==> config.mk <==
export PLATFORM = sky130hd
export DESIGN_NAME = pll_lock_detect
export DESIGN_NICKNAME = d
export VERILOG_FILES = /design/src/rtl/ld_pkg.sv /design/src/rtl/ld_edge_sync.sv /design/src/rtl/ld_phase_meas.sv /design/src/rtl/ld_lock_qual.sv /design/src/rtl/pll_lock_detect.sv
export SDC_FILE = /design/constraint.sdc
export NUM_CORES = 1
export LEC_CHECK = 0
export ABC_AREA = 1
export BUFFER_PORTS_ARGS = -buffer_cell sky130_fd_sc_hd__buf_2
export CORE_MARGIN = 2
export CORE_UTILIZATION = 40
export DETAILED_ROUTE_END_ITERATION = 10
export PLACE_DENSITY_LB_ADDON = 0.3
export SLEW_MARGIN = 10
export SYNTH_ARGS = -nofsm -noshare
export SYNTH_HDL_FRONTEND = slang
export SYNTH_SLANG_ARGS = --single-unit
export TNS_END_PERCENT = 5
==> constraint.sdc <==
create_clock -name clk_smp -period 2.47 [get_ports clk_smp]
set_input_delay 0.1235 -clock clk_smp [delete_from_list [all_inputs] [get_ports clk_smp]]
set_output_delay 0.1235 -clock clk_smp [all_outputs]
set_load 0.05 [all_outputs]
==> src/rtl/ld_pkg.sv <==
package ld_pkg;

   typedef enum logic [1:0] {
      WIN_2P1NS  = 2'b00,
      WIN_4P6NS  = 2'b01,
      WIN_7P2NS  = 2'b10,
      WIN_19P9NS = 2'b11
   } win_code_e;

   // Window width in picoseconds for a code value.
   function automatic int win_width_ps(input int code);
      case (code)
         0:       return 2100;
         1:       return 4600;
         2:       return 7200;
         default: return 19900;
      endcase
   endfunction

   // Window width in whole sampling ticks, rounded down.
   function automatic int win_ticks(input int code, input int sample_ps);
      return win_width_ps(code) / sample_ps;
   endfunction

endpackage

==> src/rtl/ld_edge_sync.sv <==
module ld_edge_sync #(
   parameter int STAGES = 2
) (
   input  logic clk,
   input  logic rst_n,
   input  logic async_i,
   output logic rise_o
);
   generate
      if (STAGES < 2) begin : g_bad_stages
         $error("ld_edge_sync: STAGES must be at least 2");
      end
   endgenerate

   // sh[STAGES-1:0] is the synchronizer chain; sh[STAGES] holds the previous sample.
   logic [STAGES:0] sh;

   always_ff @(posedge clk) begin
      if (!rst_n) sh <= '0;
      else        sh <= {sh[STAGES-1:0], async_i};
   end

   assign rise_o = sh[STAGES-1] & ~sh[STAGES];

   AST_RISE_ONE_CYCLE: assert property (@(posedge clk) disable iff (!rst_n)
      rise_o |=> !rise_o);

endmodule

==> src/rtl/ld_phase_meas.sv <==
module ld_phase_meas #(
   parameter int CNT_W = 7
) (
   input  logic             clk,
   input  logic             rst_n,
   input  logic             ref_ev_i,
   input  logic             fb_ev_i,
   input  logic [CNT_W-1:0] lim_i,
   output logic             good_o,
   output logic             bad_o
);
   localparam logic [CNT_W-1:0] CNT_MAX = '1;
   localparam logic [CNT_W-1:0] CNT_ONE = CNT_W'(1);

   logic             pend_ref_q, pend_fb_q;
   logic [CNT_W-1:0] cnt_q;
   logic             pend_ref_d, pend_fb_d;
   logic [CNT_W-1:0] cnt_d, cnt_inc, diff;
   logic             done, slip;

   assign cnt_inc = (cnt_q == CNT_MAX) ? cnt_q : cnt_q + CNT_ONE;

   always_comb begin
      pend_ref_d = pend_ref_q;
      pend_fb_d  = pend_fb_q;
      cnt_d      = cnt_inc;
      done       = 1'b0;
      slip       = 1'b0;
      diff       = '0;
      if (!pend_ref_q && !pend_fb_q) begin
         if (ref_ev_i && fb_ev_i) begin
            done = 1'b1;
         end else if (ref_ev_i) begin
            pend_ref_d = 1'b1;
            cnt_d      = CNT_ONE;
         end else if (fb_ev_i) begin
            pend_fb_d = 1'b1;
            cnt_d     = CNT_ONE;
         end
      end else if (pend_ref_q) begin
         if (ref_ev_i) begin
            slip = 1'b1;
            if (fb_ev_i) pend_ref_d = 1'b0;
            else         cnt_d      = CNT_ONE;
         end else if (fb_ev_i) begin
            done       = 1'b1;
            diff       = cnt_q;
            pend_ref_d = 1'b0;
         end
      end else begin
         if (fb_ev_i) begin
            slip = 1'b1;
            if (ref_ev_i) pend_fb_d = 1'b0;
            else          cnt_d     = CNT_ONE;
         end else if (ref_ev_i) begin
            done      = 1'b1;
            diff      = cnt_q;
            pend_fb_d = 1'b0;
         end
      end
   end

   always_ff @(posedge clk) begin
      if (!rst_n) begin
         pend_ref_q <= 1'b0;
         pend_fb_q  <= 1'b0;
         cnt_q      <= '0;
         good_o     <= 1'b0;
         bad_o      <= 1'b0;
      end else begin
         pend_ref_q <= pend_ref_d;
         pend_fb_q  <= pend_fb_d;
         cnt_q      <= cnt_d;
         good_o     <= done && (diff <= lim_i);
         bad_o      <= slip || (done && (diff > lim_i));
      end
   end

   AST_ONE_LEADER: assert property (@(posedge clk) disable iff (!rst_n)
      !(pend_ref_q && pend_fb_q));
   AST_VERDICT_EXCL: assert property (@(posedge clk) disable iff (!rst_n)
      !(good_o && bad_o));
   AST_REF_SLIP_BAD: assert property (@(posedge clk) disable iff (!rst_n)
      (pend_ref_q && ref_ev_i) |=> bad_o);
   AST_FB_SLIP_BAD: assert property (@(posedge clk) disable iff (!rst_n)
      (pend_fb_q && fb_ev_i) |=> bad_o);
   AST_CNT_NO_WRAP: assert property (@(posedge clk) disable iff (!rst_n)
      ((pend_ref_q || pend_fb_q) && !ref_ev_i && !fb_ev_i && cnt_q == CNT_MAX)
      |=> cnt_q == CNT_MAX);

endmodule

==> src/rtl/ld_lock_qual.sv <==
module ld_lock_qual #(
   parameter int LOCK_RUN = 64
) (
   input  logic clk,
   input  logic rst_n,
   input  logic good_i,
   input  logic bad_i,
   output logic lock_o
);
   localparam int RUN_W = $clog2(LOCK_RUN + 1);
   localparam logic [RUN_W-1:0] RUN_TOP  = RUN_W'(LOCK_RUN);
   localparam logic [RUN_W-1:0] RUN_LAST = RUN_W'(LOCK_RUN - 1);

   generate
      if (LOCK_RUN < 1) begin : g_bad_run
         $error("ld_lock_qual: LOCK_RUN must be at least 1");
      end
   endgenerate

   logic [RUN_W-1:0] run_q;

   always_ff @(posedge clk) begin
      if (!rst_n) begin
         run_q  <= '0;
         lock_o <= 1'b0;
      end else if (bad_i) begin
         run_q  <= '0;
         lock_o <= 1'b0;
      end else if (good_i) begin
         if (run_q != RUN_TOP) run_q <= run_q + RUN_W'(1);
         lock_o <= (run_q >= RUN_LAST);
      end
   end

   AST_LOCK_AFTER_GOOD: assert property (@(posedge clk) disable iff (!rst_n)
      $rose(lock_o) |-> $past(good_i));
   AST_BAD_DROPS_LOCK: assert property (@(posedge clk) disable iff (!rst_n)
      bad_i |=> !lock_o);
   AST_BAD_CLEARS_RUN: assert property (@(posedge clk) disable iff (!rst_n)
      bad_i |=> run_q == '0);
   AST_IDLE_HOLDS: assert property (@(posedge clk) disable iff (!rst_n)
      (!good_i && !bad_i) |=> $stable(lock_o));

endmodule

==> src/rtl/pll_lock_detect.sv <==
module pll_lock_detect #(
   parameter int SAMPLE_PS   = 250,
   parameter int LOCK_RUN    = 64,
   parameter int SYNC_STAGES = 2
) (
   input  logic       clk_smp,
   input  logic       rst_smp_n,
   input  logic       ref_div_i,
   input  logic       fb_div_i,
   input  logic [1:0] win_code_i,
   output logic       lock_pin_o,
   output logic       lock_stat_o
);
   import ld_pkg::*;

   localparam int WIN_TOP = win_ticks(3, SAMPLE_PS);
   localparam int CNT_W   = $clog2(WIN_TOP + 2);

   generate
      if (SAMPLE_PS <= 0) begin : g_bad_period
         $error("pll_lock_detect: SAMPLE_PS must be positive");
      end
      if (WIN_TOP < 1) begin : g_bad_res
         $error("pll_lock_detect: sampling period too coarse for the widest window");
      end
   endgenerate

   // Window limit table, one entry per code.
   logic [CNT_W-1:0] win_lut [4];
   genvar gw;
   generate
      for (gw = 0; gw < 4; gw++) begin : g_win
         assign win_lut[gw] = CNT_W'(win_ticks(gw, SAMPLE_PS));
      end
   endgenerate

   logic [CNT_W-1:0] lim;
   assign lim = win_lut[win_code_i];

   // Index 0: reference, index 1: feedback.
   logic [1:0] raw_clk;
   logic [1:0] rise_ev;
   assign raw_clk = {fb_div_i, ref_div_i};

   genvar gs;
   generate
      for (gs = 0; gs < 2; gs++) begin : g_sync
         ld_edge_sync #(.STAGES(SYNC_STAGES)) sync_i (
            .clk     (clk_smp),
            .rst_n   (rst_smp_n),
            .async_i (raw_clk[gs]),
            .rise_o  (rise_ev[gs])
         );
      end
   endgenerate

   logic pair_good, pair_bad;

   ld_phase_meas #(.CNT_W(CNT_W)) meas_i (
      .clk      (clk_smp),
      .rst_n    (rst_smp_n),
      .ref_ev_i (rise_ev[0]),
      .fb_ev_i  (rise_ev[1]),
      .lim_i    (lim),
      .good_o   (pair_good),
      .bad_o    (pair_bad)
   );

   logic lock_q;

   ld_lock_qual #(.LOCK_RUN(LOCK_RUN)) qual_i (
      .clk    (clk_smp),
      .rst_n  (rst_smp_n),
      .good_i (pair_good),
      .bad_i  (pair_bad),
      .lock_o (lock_q)
   );

   assign lock_pin_o  = lock_q;
   assign lock_stat_o = lock_q;

   AST_LOCK_OUT_STATUS: assert property (@(posedge clk_smp) disable iff (!rst_smp_n)
      lock_pin_o == lock_stat_o);
   AST_LOCK_FLAT_NO_EDGE: assert property (@(posedge clk_smp) disable iff (!rst_smp_n)
      (rise_ev == 2'b00 && !pair_good && !pair_bad) |=> $stable(lock_pin_o));

endmodule

==> metrics.txt <==
GRT Overall Usage 13.4%; CTS Buf Count 3; chip width 61.8 um; Final min period 1820 ps; fin util 46.8%; Final Worst Setup Slack 648 ps; Iteration-0 DRC Markers 71; top-count cell post-synth inv_1; number of global-route vias before repair 939; Post-synth top cells 34 x inv_1, 25 x dfxtp_1, 25 x nand2_1; total number of H-tree levels 1; flop2flop setup slack 650 ps; DRT Pass-1 Iters 4; TNS Setup 0 ps; Rows 20; RD Place Congestion 0.787; Final Hold Viols 0; post-synthesis register bit count 25; initial core utilization 42.8%; synth top area cells dfxtp_1 37%, ha_1 10%, inv_1 9.5%; Placement Setup Slack 635 ps; Synthesized Nets 193; antenna violations before repair 0; DRC 0; compound-gate portion of the synthesized area 12.9%; die footprint 3820 sq um; Post-Syn Area per Cell 7.60 sq um; largest net degree at the start of global routing 16; hold buffers post-CTS 2; worst-skew pair later-pin latency 320 ps; largest family of logic cells by synthesized area simple AND/OR/NAND/NOR gates; unrepaired setup endpoints after global routing false; leakage 0.672 nW; Power per Cell Area 463 nW/um^2; routed len/inst 9.32 um; area share of xor/xnor cells in the synthesized design 1.31%; Main synth FF type dfxtp_1; TritonCTS clock tree yes; Layout Skew 15.1 ps; Seq/Total Area, Yosys 37.4%; post-CTS resize count 0; # nets final 205; synthesis warning total 0; Synth area leader dfxtp_1; CTS root buf clkbuf_4; Routed WL 2150 um; GRT overflow 0; final hold slack 72.6 ps; crit path DAT 2060 ps; post-synth cell types 30; ys async rst share 0%; maximum clock path buffer count 2; peak supply drop 0.000233 V; I/O pin count 8; Mapped Cells 176; Max FO, Critical Path 7; worst setup path class flop to flop; Layout fillers 303; layout cell share with drive strength beyond 1 13.9%; post-synthesis adder-cell area fraction 10.3%; vias 1036; status finished clean; HP Class input port to flop; first-pass GRT wire length 3750 um; # setup viols final 0; post-synthesis mux area share 0%; post-route clock period utilization 73.8%; max-slew violation count 0; simple-gate share of the synthesized area 26.8%; HPWL Detailed 1710 um; clock slew at reported path FFs 150 ps; Synth top area share 37.4%; Worst Path Required 2710 ps; synth-to-layout area growth 9.35%; Die Y 61.8 um; Worst-Margin Slew 321 ps; port buffer count 7; Via density 4.48; number of synthesized flops with an enable pin 0; Ant. Diodes 0; slew margin rel. 78.5%; setup bufs post-CTS 0; Max-cap violations 0; CP Launch Type flop; CP Capture Type flop; CTS Sinks 25; Mapped Area 1340 sq um; ANT nets after route 0; Max Fclk 0.549 GHz; core area 3130 sq um
[cells in the final DEF (no fill, tap or decap), types with 2 or more instances in the layout]
| cell type | Yosys | layout |
|---|---|---|
| a211oi_1 | 2 | 2 |
| a21oi_1 | 11 | 11 |
| buf_2 | 0 | 7 |
| clkbuf_4 | 0 | 3 |
| dfxtp_1 | 25 | 25 |
| dlygate4sd3_1 | 0 | 2 |
| ha_1 | 11 | 11 |
| inv_1 | 34 | 34 |
| inv_2 | 2 | 2 |
| nand2_1 | 25 | 25 |
| nand2_2 | 4 | 4 |
| nand3_1 | 5 | 5 |
| nand4_1 | 3 | 3 |
| nor2_1 | 20 | 20 |
| nor3_1 | 4 | 4 |
| nor3_2 | 2 | 2 |
| nor3b_1 | 2 | 2 |
| o21ai_0 | 10 | 10 |
[worst max-delay path, cell delays in order, from the launching register on]
cell and delay [ps]:
dfxtp_1 360, inv_1 50, nand2_2 80, nand2_1 70
nand2_2 80, nand2_1 140, nor2_1 150, ha_1 260
a21oi_1 110, o21ai_0 100, nand3_1 90, nand3_1 110
nand3_1 90, nand2_1 40
[cells by family after synthesis]
family	count (synthesis)
xor gates and xnor gates	2
DFF	25
adders and majority gates	11
buffers and inverters	38
and+or+nand+nor	71
AOI/OAI and AO/OA	29
[report_power, final]
group | switching [mW] | total [mW] | internal [mW]
Sequential | 0.00859 | 0.423 | 0.415
Combinational | 0.0431 | 0.0695 | 0.0264
Clock | 0.123 | 0.185 | 0.0617
Total | 0.175 | 0.678 | 0.503
[sequential cells by signal, summed over array words and instances (netlist names)]
signal	flops
g_sync.sync_i.sh	6
meas_i.bad_o	1
meas_i.cnt_q	7
meas_i.good_o	1
meas_i.pend_fb_q	1
meas_i.pend_ref_q	1
qual_i.lock_o	1
qual_i.run_q	7
[layer usage]
layer / share of wire, % / vias to the layer above / track usage [%] / wire, um
met2: 43 / 6 / 19.4 / 933
met4: 1.3 / 0 / 7.90 / 29
met3: 1.8 / 2 / 3.11 / 38
met5: 0 / - / 0 / 0
met1: 54 / 444 / 18.1 / 1150
li1: - / 584 / - / -
[per-stage QoR]
step	std cells	power [mW]	instance area, sq um
after global placement	225	0.497	1410
final	231	0.678	1460
after CTS	231	0.691	1460
after detailed placement	225	0.500	1410
after floorplan	176	0.483	1340
after global routing	231	0.718	1460
[layout make-up]
cell class	count	area, sq um	area share (%)
Tap cell	44	55.1	3.76
Timing Repair Buffer	9	55.1	3.76
Inverter	36	135	9.24
Clock inverter	1	7.51	0.513
Clock buffer	3	22.5	1.54
Multi-Input combinational cell	113	687	47.0
Sequential cell	25	500	34.2
[final timing paths]
kind	startpoint	endpoint	cells past startpoint
worst max-delay path	g_sync[1].sync_i.sh[2]	meas_i.bad_o	13
worst min-delay path	rst_smp_n	g_sync[1].sync_i.sh[0]	3
worst max register to register	g_sync[1].sync_i.sh[2]	meas_i.bad_o	13
worst min register to register	g_sync[0].sync_i.sh[0]	g_sync[0].sync_i.sh[1]	2
(Power assumes the default switching activity.)
